`config.mk`:
```
export PLATFORM = sky130hd
export DESIGN_NAME = s2a_sync_async
export DESIGN_NICKNAME = d
export VERILOG_FILES = /design/src/rtl/s2a_pkg.sv /design/src/rtl/s2a_deframer.sv /design/src/rtl/s2a_slot_fifo.sv /design/src/rtl/s2a_serializer.sv /design/src/rtl/s2a_sync_async.sv
export SDC_FILE = /design/constraint.sdc
export NUM_CORES = 1
export LEC_CHECK = 0
export BUFFER_PORTS_ARGS = -buffer_cell sky130_fd_sc_hd__buf_4
export CORE_MARGIN = 5
export CORE_UTILIZATION = 45
export DETAILED_ROUTE_END_ITERATION = 7
export PLACE_DENSITY = 0.57
export SLEW_MARGIN = 20
export SYNTH_ARGS = -nofsm -noshare
export SYNTH_HDL_FRONTEND = slang
export SYNTH_HIERARCHICAL = 1
export SYNTH_SLANG_ARGS = --single-unit
```
`constraint.sdc`:
```
create_clock -name clk -period 4.18 [get_ports clk]
set_input_delay 0.836 -clock clk [delete_from_list [all_inputs] [get_ports clk]]
set_output_delay 0.836 -clock clk [all_outputs]
set_load 0.02 [all_outputs]
```
`src/rtl/s2a_pkg.sv`:
```
// Shared types and constants for the receive sync-to-async converter.
// Assumes a 16x oversampled output timebase unless a parameter overrides it.
package s2a_pkg;
    localparam int TICKS_PER_BIT = 16;
    localparam int BASE_DATA_BITS = 6;   // data bits when char_len = 0
    localparam int CNT_W = 4;            // holds up to 9 data bits

    // Framing state of the receive deframer
    typedef enum logic [1:0] {
        DF_IDLE,
        DF_DATA,
        DF_STOP
    } df_state_t;

    // One output slot: bit value, end-of-frame marker, shortened-stop marker
    typedef struct packed {
        logic val;
        logic last;
        logic shrt;
    } slot_t;

    // Number of data bits for a character length select
    function automatic logic [CNT_W-1:0] data_bits(input logic [1:0] sel);
        return CNT_W'(BASE_DATA_BITS) + {{(CNT_W-2){1'b0}}, sel};
    endfunction
endpackage

```
`src/rtl/s2a_deframer.sv`:
```
// Receive deframer: finds start, data and stop slots in the synchronous
// stream and emits one output slot per received bit. A 0 in a stop slot is
// taken as a deleted stop: a shortened stop slot is emitted at once and the
// start slot of the next character one cycle later.
// Assumes bit_en is never high on two consecutive cycles.
module s2a_deframer
    import s2a_pkg::*;
(
    input  logic       clk,
    input  logic       rst_n,
    input  logic       clr,
    input  logic       bit_en,
    input  logic       bit_in,
    input  logic [1:0] char_len,
    output logic       push,
    output slot_t      push_slot
);
    df_state_t        state;
    logic [CNT_W-1:0] cnt;
    logic [1:0]       len_q;
    logic             pend_start;
    logic [CNT_W-1:0] ndata;

    assign ndata = data_bits(len_q);

    // Slot emission for the current cycle
    always_comb begin
        push      = 1'b0;
        push_slot = '{val: 1'b1, last: 1'b0, shrt: 1'b0};
        if (pend_start) begin
            push      = 1'b1;
            push_slot = '{val: 1'b0, last: 1'b0, shrt: 1'b0};
        end else if (bit_en) begin
            unique case (state)
                DF_IDLE: begin
                    push      = !bit_in;
                    push_slot = '{val: 1'b0, last: 1'b0, shrt: 1'b0};
                end
                DF_DATA: begin
                    push      = 1'b1;
                    push_slot = '{val: bit_in, last: 1'b0, shrt: 1'b0};
                end
                DF_STOP: begin
                    push      = 1'b1;
                    push_slot = '{val: 1'b1, last: 1'b1, shrt: !bit_in};
                end
                default: push = 1'b0;
            endcase
        end
    end

    // Framing state machine and data-bit counter
    always_ff @(posedge clk) begin
        if (!rst_n || clr) begin
            state      <= DF_IDLE;
            cnt        <= '0;
            len_q      <= 2'd0;
            pend_start <= 1'b0;
        end else begin
            pend_start <= 1'b0;
            if (bit_en) begin
                unique case (state)
                    DF_IDLE: begin
                        if (!bit_in) begin
                            state <= DF_DATA;
                            cnt   <= '0;
                            len_q <= char_len;
                        end
                    end
                    DF_DATA: begin
                        if (cnt == ndata - 1'b1) begin
                            state <= DF_STOP;
                        end else begin
                            cnt <= cnt + 1'b1;
                        end
                    end
                    DF_STOP: begin
                        if (bit_in) begin
                            state <= DF_IDLE;
                        end else begin
                            state      <= DF_DATA;
                            cnt        <= '0;
                            len_q      <= char_len;
                            pend_start <= 1'b1;
                        end
                    end
                    default: state <= DF_IDLE;
                endcase
            end
        end
    end
endmodule

```
`src/rtl/s2a_slot_fifo.sv`:
```
// Slot FIFO between deframer and serializer. It also counts the frames whose
// end-of-frame slot is stored, so the serializer can start a character only
// once all of it is buffered. A push when full is dropped.
module s2a_slot_fifo
    import s2a_pkg::*;
#(
    parameter int DEPTH = 32
) (
    input  logic                       clk,
    input  logic                       rst_n,
    input  logic                       clr,
    input  logic                       push,
    input  slot_t                      din,
    input  logic                       pop,
    output slot_t                      dout,
    output logic                       empty,
    output logic [$clog2(DEPTH+1)-1:0] count,
    output logic                       frame_ready
);
    localparam int AW = $clog2(DEPTH);
    localparam int CW = $clog2(DEPTH + 1);
    localparam logic [AW-1:0] LAST_IDX = AW'(DEPTH - 1);

    slot_t         mem [DEPTH];
    logic [AW-1:0] wr_ptr, rd_ptr;
    logic [CW-1:0] frames;
    logic          do_push, do_pop;

    assign empty       = (count == '0);
    assign do_pop      = pop && !empty;
    assign do_push     = push && ((count != CW'(DEPTH)) || do_pop);
    assign dout        = mem[rd_ptr];
    assign frame_ready = (frames != '0);

    // Storage write
    always_ff @(posedge clk) begin
        if (do_push) begin
            mem[wr_ptr] <= din;
        end
    end

    // Pointers, occupancy and frame count
    always_ff @(posedge clk) begin
        if (!rst_n || clr) begin
            wr_ptr <= '0;
            rd_ptr <= '0;
            count  <= '0;
            frames <= '0;
        end else begin
            if (do_push) begin
                wr_ptr <= (wr_ptr == LAST_IDX) ? '0 : wr_ptr + 1'b1;
            end
            if (do_pop) begin
                rd_ptr <= (rd_ptr == LAST_IDX) ? '0 : rd_ptr + 1'b1;
            end
            count  <= count + CW'(do_push) - CW'(do_pop);
            frames <= frames + CW'(do_push && din.last) - CW'(do_pop && dout.last);
        end
    end
endmodule

```
`src/rtl/s2a_serializer.sv`:
```
// Output serializer: sends slots on the oversampled timebase. A normal slot
// lasts TICKS ticks. A shortened stop lasts 7/8 of that in the wide range
// and 15/16 in the narrow range. A character starts only when a complete
// frame is buffered, so it never runs dry mid-character. The line idles at 1.
module s2a_serializer
    import s2a_pkg::*;
#(
    parameter int TICKS = TICKS_PER_BIT
) (
    input  logic  clk,
    input  logic  rst_n,
    input  logic  clr,
    input  logic  tick_en,
    input  logic  ext_ovs,
    input  logic  frame_ready,
    input  logic  empty,
    input  slot_t head,
    output logic  pop,
    output logic  active,
    output logic  line
);
    localparam int TW = $clog2(TICKS);
    localparam logic [TW-1:0] FULL_M1 = TW'(TICKS - 1);
    localparam logic [TW-1:0] EXT_M1  = TW'(TICKS * 7 / 8 - 1);
    localparam logic [TW-1:0] STD_M1  = TW'(TICKS - TICKS / 16 - 1);

    logic [TW-1:0] tcnt, wid_m1;
    logic          cur_val, cur_last;
    logic          boundary;

    assign boundary = active && tick_en && (tcnt == wid_m1);
    assign line     = active ? cur_val : 1'b1;

    // Decide when the next slot is taken from the FIFO
    always_comb begin
        pop = 1'b0;
        if (tick_en && !empty) begin
            if (!active) begin
                pop = frame_ready;
            end else if (boundary) begin
                pop = cur_last ? frame_ready : 1'b1;
            end
        end
    end

    // Current slot, its width and the tick counter
    always_ff @(posedge clk) begin
        if (!rst_n || clr) begin
            active   <= 1'b0;
            tcnt     <= '0;
            wid_m1   <= FULL_M1;
            cur_val  <= 1'b1;
            cur_last <= 1'b0;
        end else if (pop) begin
            active   <= 1'b1;
            tcnt     <= '0;
            cur_val  <= head.val;
            cur_last <= head.last;
            wid_m1   <= head.shrt ? (ext_ovs ? EXT_M1 : STD_M1) : FULL_M1;
        end else if (boundary) begin
            active <= 1'b0;
        end else if (active && tick_en) begin
            tcnt <= tcnt + 1'b1;
        end
    end
endmodule

```
`src/rtl/s2a_sync_async.sv`:
```
// Top of the receive sync-to-async converter: deframer, slot FIFO and
// serializer. FSK or synchronous mode bypasses the path combinationally and
// holds the converter cleared. Assumes bit_en pulses are at least two cycles
// apart, and that the tick rate keeps up with the bit rate.
module s2a_sync_async
    import s2a_pkg::*;
#(
    parameter int TICKS      = TICKS_PER_BIT,
    parameter int FIFO_DEPTH = 32
) (
    input  logic       clk,
    input  logic       rst_n,
    input  logic       tick_en,
    input  logic       bit_en,
    input  logic       bit_in,
    input  logic [1:0] char_len,
    input  logic       ext_ovs,
    input  logic       fsk_mode,
    input  logic       sync_mode,
    output logic       async_out
);
    localparam int CW = $clog2(FIFO_DEPTH + 1);

    logic          bypass;
    logic          df_push;
    slot_t         df_slot;
    slot_t         fifo_head;
    logic          fifo_empty;
    logic [CW-1:0] fifo_count;
    logic          fifo_frame_ready;
    logic          ser_pop;
    logic          ser_active;
    logic          ser_line;

    // FSK wins over the sync flag; either one bypasses
    assign bypass    = fsk_mode | sync_mode;
    assign async_out = bypass ? bit_in : ser_line;

    s2a_deframer deframer_i (
        .clk       (clk),
        .rst_n     (rst_n),
        .clr       (bypass),
        .bit_en    (bit_en),
        .bit_in    (bit_in),
        .char_len  (char_len),
        .push      (df_push),
        .push_slot (df_slot)
    );

    s2a_slot_fifo #(.DEPTH(FIFO_DEPTH)) fifo_i (
        .clk         (clk),
        .rst_n       (rst_n),
        .clr         (bypass),
        .push        (df_push),
        .din         (df_slot),
        .pop         (ser_pop),
        .dout        (fifo_head),
        .empty       (fifo_empty),
        .count       (fifo_count),
        .frame_ready (fifo_frame_ready)
    );

    s2a_serializer #(.TICKS(TICKS)) ser_i (
        .clk         (clk),
        .rst_n       (rst_n),
        .clr         (bypass),
        .tick_en     (tick_en),
        .ext_ovs     (ext_ovs),
        .frame_ready (fifo_frame_ready),
        .empty       (fifo_empty),
        .head        (fifo_head),
        .pop         (ser_pop),
        .active      (ser_active),
        .line        (ser_line)
    );
endmodule

```
==> results of run 1 <==
worst register-to-register path: stages, from the launching register on:
cell and delay (ps):
dfxtp_1 310, inv_1 70, ha_1 150, nor4bb_1 500, nor2b_1 140, o21ai_2 150
nor2_4 120, nor2b_1 150, o31a_1 340, inv_2 170, ha_1 250, inv_1 50
ha_1 150, inv_1 50, fa_1 390, nand2b_1 160, a21oi_1 180, o21a_1 130
nor3_1 40
report_power, final:
group / leakage, nW / switching [mW] / total, mW / internal [mW]
combinational: 1.04 / 0.0361 / 0.0576 / 0.0215
sequential: 1.31 / 0.00161 / 1.48 / 1.48
clock: 0.298 / 0.582 / 1.58 / 1.00
routing by layer:
layer	GRT usage (%)	wire, um	vias to the layer above
li1	-	-	1943
met1	21.9	6330	1977
met2	25.2	6400	80
met3	4.16	497	17
met4	6.51	219	0
met5	0	0	-
per-stage QoR:
stage	area, um2	hold slack, ps	setup slack [ps]	total power, mW	util (%)
global placement	6970	468	469	1.57	48.0
global route	7590	528	158	3.23	52.2
detailed placement	6970	480	407	1.57	48.0
floorplan	6680	454	829	1.55	-
CTS	7590	491	513	3.16	52.2
finish	7590	497	502	3.12	52.2
cell usage after synthesis (2+ instances only):
| cell | instances |
|---|---|
| buf_6 | 2 |
| inv_1 | 30 |
| nand3_1 | 16 |
| a31oi_1 | 6 |
| or3b_2 | 2 |
| ha_1 | 32 |
| nor4b_1 | 2 |
| o21ai_0 | 5 |
| or4b_1 | 2 |
| nand3b_1 | 3 |
| nor3_2 | 2 |
| o21ai_1 | 4 |
| nor2b_1 | 9 |
| o21a_1 | 5 |
| nor4_1 | 2 |
| and2_1 | 4 |
| dfxtp_1 | 45 |
| nand4_1 | 4 |
| a21oi_1 | 23 |
| mux4_1 | 16 |
| edfxtp_1 | 96 |
| nor2_1 | 52 |
| nand2b_1 | 8 |
| a41oi_1 | 2 |
| mux2_2 | 2 |
| or3_1 | 4 |
| mux4_2 | 4 |
| xnor2_1 | 6 |
| nand2_1 | 26 |
| fa_1 | 2 |
| and3_1 | 2 |
| o211ai_1 | 4 |
| a21o_1 | 4 |
| or4_1 | 2 |
| mux2i_1 | 25 |
| a31o_2 | 2 |
| buf_1 | 2 |
| nor3_1 | 8 |
| clkbuf_1 | 8 |
| a22oi_1 | 4 |
flip-flops by register name, indices dropped and copies added (netlist names), 2 cells and up, named ones only:
register,cells
fifo_i/frames,6
deframer_i/state,2
ser_i/wid_m1,2
fifo_i/count,6
ser_i/tcnt,4
deframer_i/len_q,2
deframer_i/cnt,4
fifo_i/wr_ptr,5
fifo_i/mem,96
fifo_i/rd_ptr,5
final cells by class:
type	count	share of cell area, %
Sequential cell	141	49.8
Clock inverter	13	2.49
Inverter	31	1.53
Timing Repair Buffer	15	1.48
Multi-Input combinational cell	321	35.9
Clock buffer	19	5.70
Tap cell	184	3.03
path summary, 6_finish.rpt:
path                          end  depth (start not counted)       startpoint
setup / recovery  fifo_i/count[4]                         18  fifo_i/count[2]
hold / removal     ser_i/cur_last                          2   ser_i/cur_last
setup reg to reg  fifo_i/count[4]                         18  fifo_i/count[2]
hold reg to reg    ser_i/cur_last                          2   ser_i/cur_last
cell families after synthesis:
family | synth area share, %
flops | 56.6
compound gates | 7.55
fa+ha+maj | 6.59
simple gates | 12.7
xor+xnor | 1.82
mux | 11.9
buf+inv | 2.83
==> results.json, run 1 <==
{
  "portBuffers": 10,
  "core.rowCount": 44,
  "clkTransAtPathRegs_ps": 60,
  "die_area_mm2": 0.0174,
  "ctsResizeCount": 0,
  "powerDensity_mw_per_mm2": 412,
  "drc": 0,
  "critPathBufInv": 4,
  "grt_max_degree": 33,
  "wl_per_cell_um": 18.6,
  "max_freq_mhz": 272,
  "synth-main-ff-cell": "edfxtp_1",
  "io_pins": 11,
  "worstPathMaxFanout": 9,
  "fillers": 1242,
  "grt_pass1_wl_um": 22000,
  "hp-class": "reg2reg",
  "die_w_um": 132,
  "clock_path_buffers": 2,
  "path_delay_family": "simple AND/OR/NAND/NOR gates",
  "cts.hold.buffers_added": 0,
  "netlist_area_mm2": 0.00668,
  "slew_violations": 0,
  "worstPathCellList": "inv_1 > ha_1 > nor4bb_1 > nor2b_1 > o21ai_2 > nor2_4 > nor2b_1 > o31a_1 > inv_2 > ha_1 > inv_1 > ha_1 > inv_1 > fa_1 > nand2b_1 > a21oi_1 > o21a_1 > nor3_1",
  "syn_area_per_cell_um2": 13.2,
  "ant_nets": 0,
  "cts_sinks": 141,
  "drtIter0Drc": 273,
  "synth_area_leader_cell": "edfxtp_1",
  "antenna_cells": 0,
  "place_inst": 692,
  "vias_per_cell": 5.55,
  "min_period_over_period_pct": 88.0,
  "synth_cell_type_count": 70,
  "setup_viol": 0,
  "status": "completed",
  "synth_top_area_share_pct": 43.1,
  "final_cells": 724,
  "hold_viol": 0,
  "skew_ps": 7.98,
  "ir_drop_mv": 0.292,
  "antenna_found_initial": 0,
  "h-tree-depth": 4,
  "fin_setup_tns_ps": 0,
  "dpl.hpwl_um": 9150,
  "synth_warnings": 6,
  "min_period_ps": 3680,
  "vias": 4017,
  "synth-seq-area-share_pct": 56.6,
  "grt_setup_unrepaired": "false",
  "grtUsageTotal_pct": 16.3,
  "endpoint_kind": "register",
  "synth_edf_count": 96,
  "syn_inst": 507,
  "setup.worst_path.start_class": "register",
  "gr-total-overflow": 0,
  "layout_commonest_cell": "edfxtp_1",
  "cp.required_ps": 4450,
  "grt_pass1_vias": 4163,
  "cts_tree": "yes",
  "fp.dieH_um": 132,
  "rrSetupSlack_ps": 500,
  "area_growth_syn_to_layout_pct": 13.6,
  "maxSlewHeadroom_pct": 38.5,
  "drive_gt1_share_pct": 14.6,
  "dr.pass1.iters": 4,
  "wirelength_um": 13500,
  "core_mm2": 0.0145,
  "ys_ff_latch": 141,
  "worst_slew_pin_slew_ps": 920,
  "root_buffer": "clkbuf_16",
  "regArea_mm2": 0.00378,
  "critPathSlowestCell": "nor4bb_1",
  "clkLatencyLatePin_ps": 420,
  "post-cts-setup-buffer-count": 0,
  "multi_input_area_mm2": 0.00273,
  "numCtsBuffers": 17,
  "slowest_delay_ps": 500,
  "nets": 571,
  "synth-async-reset-ratio_pct": 0,
  "arrival_ps": 3940,
  "power_leakage_nw": 2.65,
  "synth_top_cells_by_area": "edfxtp_1, dfxtp_1, mux4_1, ha_1, mux2i_1",
  "cap_viol_max_count": 0,
  "path_class": "reg2reg",
  "synth_nets": 551,
  "layout_common_cells": "edfxtp_1, nor2_1, dfxtp_1",
  "gp_congestion": 0.805,
  "start_util_pct": 46.0
}
No activity file was read; power rests on OpenSTA's default activity.
==> run 2, diff against run 1 <==
Settings changed: BUFFER_PORTS_ARGS -buffer_cell sky130_fd_sc_hd__buf_4 to -buffer_cell sky130_fd_sc_hd__clkbuf_2, CORE_ASPECT_RATIO set to 1.75.
==> run 2 against run 1 <==
Net effect:
- worst hold slack worse by 11 ps
- global-route usage is 0.56 points higher
- largest cell class unchanged
- critical path type unchanged
- clock-buffer cell count is 2 lower
- core utilization is 0.98 points lower
- combinational power is 4.7% lower
- sequential cell count stayed put
==> results.json, run 2 (synthesis results as in run 1) <==
{
  "clkLatencyLatePin_ps": 420,
  "p_sw_uw": 654,
  "post_dp_cell_area_mm2": 0.00697,
  "grt_pass1_vias": 4195,
  "nets": 575,
  "holdPathStages": 2,
  "cts.hold.buffers_added": 0,
  "wirelength_um": 13800,
  "fin_setup_tns_ps": 0,
  "drtIter0Drc": 229,
  "arrival_ps": 3840,
  "grtUsageTotal_pct": 16.8,
  "clockPowerShare_pct": 49.6,
  "portBuffers": 10,
  "antenna_cells": 0,
  "start_util_pct": 45.3,
  "max_freq_mhz": 279,
  "layout_common_cells": "edfxtp_1, nor2_1, dfxtp_1",
  "holdCritStartpoint": "ser_i/cur_last",
  "die_area_mm2": 0.0175,
  "skew_ps": 10.3,
  "worstPathMaxFanout": 9,
  "grt_pass1_wl_um": 21900,
  "layout_commonest_cell": "edfxtp_1",
  "hp-class": "reg2reg",
  "gp_congestion": 0.827,
  "design_area_mm2": 0.00757,
  "top_regs": "fifo_i/mem: 96 flops, fifo_i/count: 6 flops, fifo_i/frames: 6 flops",
  "fp.dieH_um": 171,
  "setup_viol": 0,
  "worst_r2r_path_depth": 18,
  "core_mm2": 0.0148,
  "dr.pass1.iters": 6,
  "root_buffer": "clkbuf_16",
  "p_comb_share_pct": 1.8,
  "p_int_mw": 2.40,
  "ctsResizeCount": 0,
  "worst_slew_pin_slew_ps": 869,
  "p_sw_share_pct": 21.4,
  "status": "completed",
  "rrSetupSlack_ps": 600,
  "seq_power_share_pct": 48.6,
  "vias_per_cell": 5.53,
  "core.rowCount": 59,
  "grt_setup_unrepaired": "false",
  "vias": 4023,
  "io_pins": 11,
  "min_period_ps": 3580,
  "setup.worst_path.start_class": "register",
  "r2r_end": "fifo_i/count[4]",
  "dp_slack_ps": 541,
  "drc": 0,
  "powerDensity_mw_per_mm2": 403,
  "post-cts-setup-buffer-count": 0,
  "die_w_um": 102,
  "clkTransAtPathRegs_ps": 60,
  "gr-total-overflow": 0,
  "endpoint_kind": "register",
  "hold_end": "ser_i/cur_last",
  "ir_drop_mv": 0.275,
  "hold_viol": 0,
  "slew_violations": 0,
  "area_growth_syn_to_layout_pct": 13.3,
  "h-tree-depth": 4,
  "cp.required_ps": 4440,
  "r2r-start": "fifo_i/count[2]",
  "cts_sinks": 141,
  "power_leakage_nw": 2.66,
  "ant_nets": 0,
  "drive_gt1_share_pct": 15.4,
  "path_class": "reg2reg",
  "clock_path_buffers": 2,
  "numCtsBuffers": 17,
  "wl_per_cell_um": 19.0,
  "dpl.hpwl_um": 10200,
  "grt_max_degree": 33,
  "min_period_over_period_pct": 85.6,
  "total_power_mw": 3.05,
  "cap_viol_max_count": 0,
  "fin_ws_ps": 602,
  "cts_tree": "yes",
  "antenna_found_initial": 0,
  "regMostFlops": "fifo_i/mem",
  "maxSlewHeadroom_pct": 42.1,
  "largest_reg_flops": 96
}
## run 2: changes by cell type in the layout (fill, tap and decap cells not counted)
cell,change
clkinv_4,+2
clkinv_2,-2
bufinv_16,-2
inv_8,+3
inv_6,+1
clkinvlp_4,-1
a21oi_4,-1
buf_4,-6
clkbuf_1,-2
a21oi_2,+1
clkbuf_2,+10
clkinv_1,+1
## run 2: how the worst max path moves through the flow
stage | start | end | depth (start not counted)
after floorplan | tick_en | fifo_i/count[4] | 15
after CTS | fifo_i/count[2] | fifo_i/count[4] | 18
final | fifo_i/count[2] | fifo_i/count[4] | 18
after detailed placement | tick_en | fifo_i/count[4] | 16
after global routing | fifo_i/count[3] | fifo_i/count[4] | 18
after global placement | tick_en | fifo_i/count[4] | 16
## run 2: final cells by class
cell class,instances,area [um2]
fillers,1286,7200
flip-flops and latches,141,3780
multi-input cells,321,2720
clock buffers,17,425
well taps,183,229
clock inverters,15,175
repair buffers,19,118
inverters,31,116
## run 2: through the flow
step	hold WS [ps]	utilization, %	std cells
finish	486	51.3	727
global route	520	51.3	727
CTS	487	51.3	727
detailed placement	479	47.2	695
global placement	472	47.2	695
floorplan	454	-	507
## run 2: worst max-delay path, stage by stage (launching register included)
cell and delay (ps):
dfxtp_1 310, inv_1 80, ha_1 160, nor4bb_1 460, nor2b_1 130, o21ai_2 150, nor2_4 60, nor2b_1 130
o31a_1 340, inv_2 170, ha_1 250, inv_1 60, ha_1 160, inv_1 60, fa_1 390, nand2b_1 160
a21oi_1 190, o21a_1 130, nor3_1 40
## run 2: routing by layer
metal  up-vias  GRT usage, %  wire length [um]  part of all wire, %
met2        67          32.7              8200                   59
met4         0          6.34               275                  2.0
met5         -             0                 0                    0
met3        19          3.53               363                  2.6
met1      1988          17.1              5000                   36
li1       1949             -                 -                    -
## run 2: power groups by stage
stage | clock network (mW) | registers, mW | logic, mW
global placement | 0 | 1.51 | 0.0542
floorplan | 0 | 1.51 | 0.0339
CTS | 1.55 | 1.48 | 0.0558
global route | 1.60 | 1.48 | 0.0599
detailed placement | 0 | 1.51 | 0.0553
finish | 1.52 | 1.48 | 0.0549
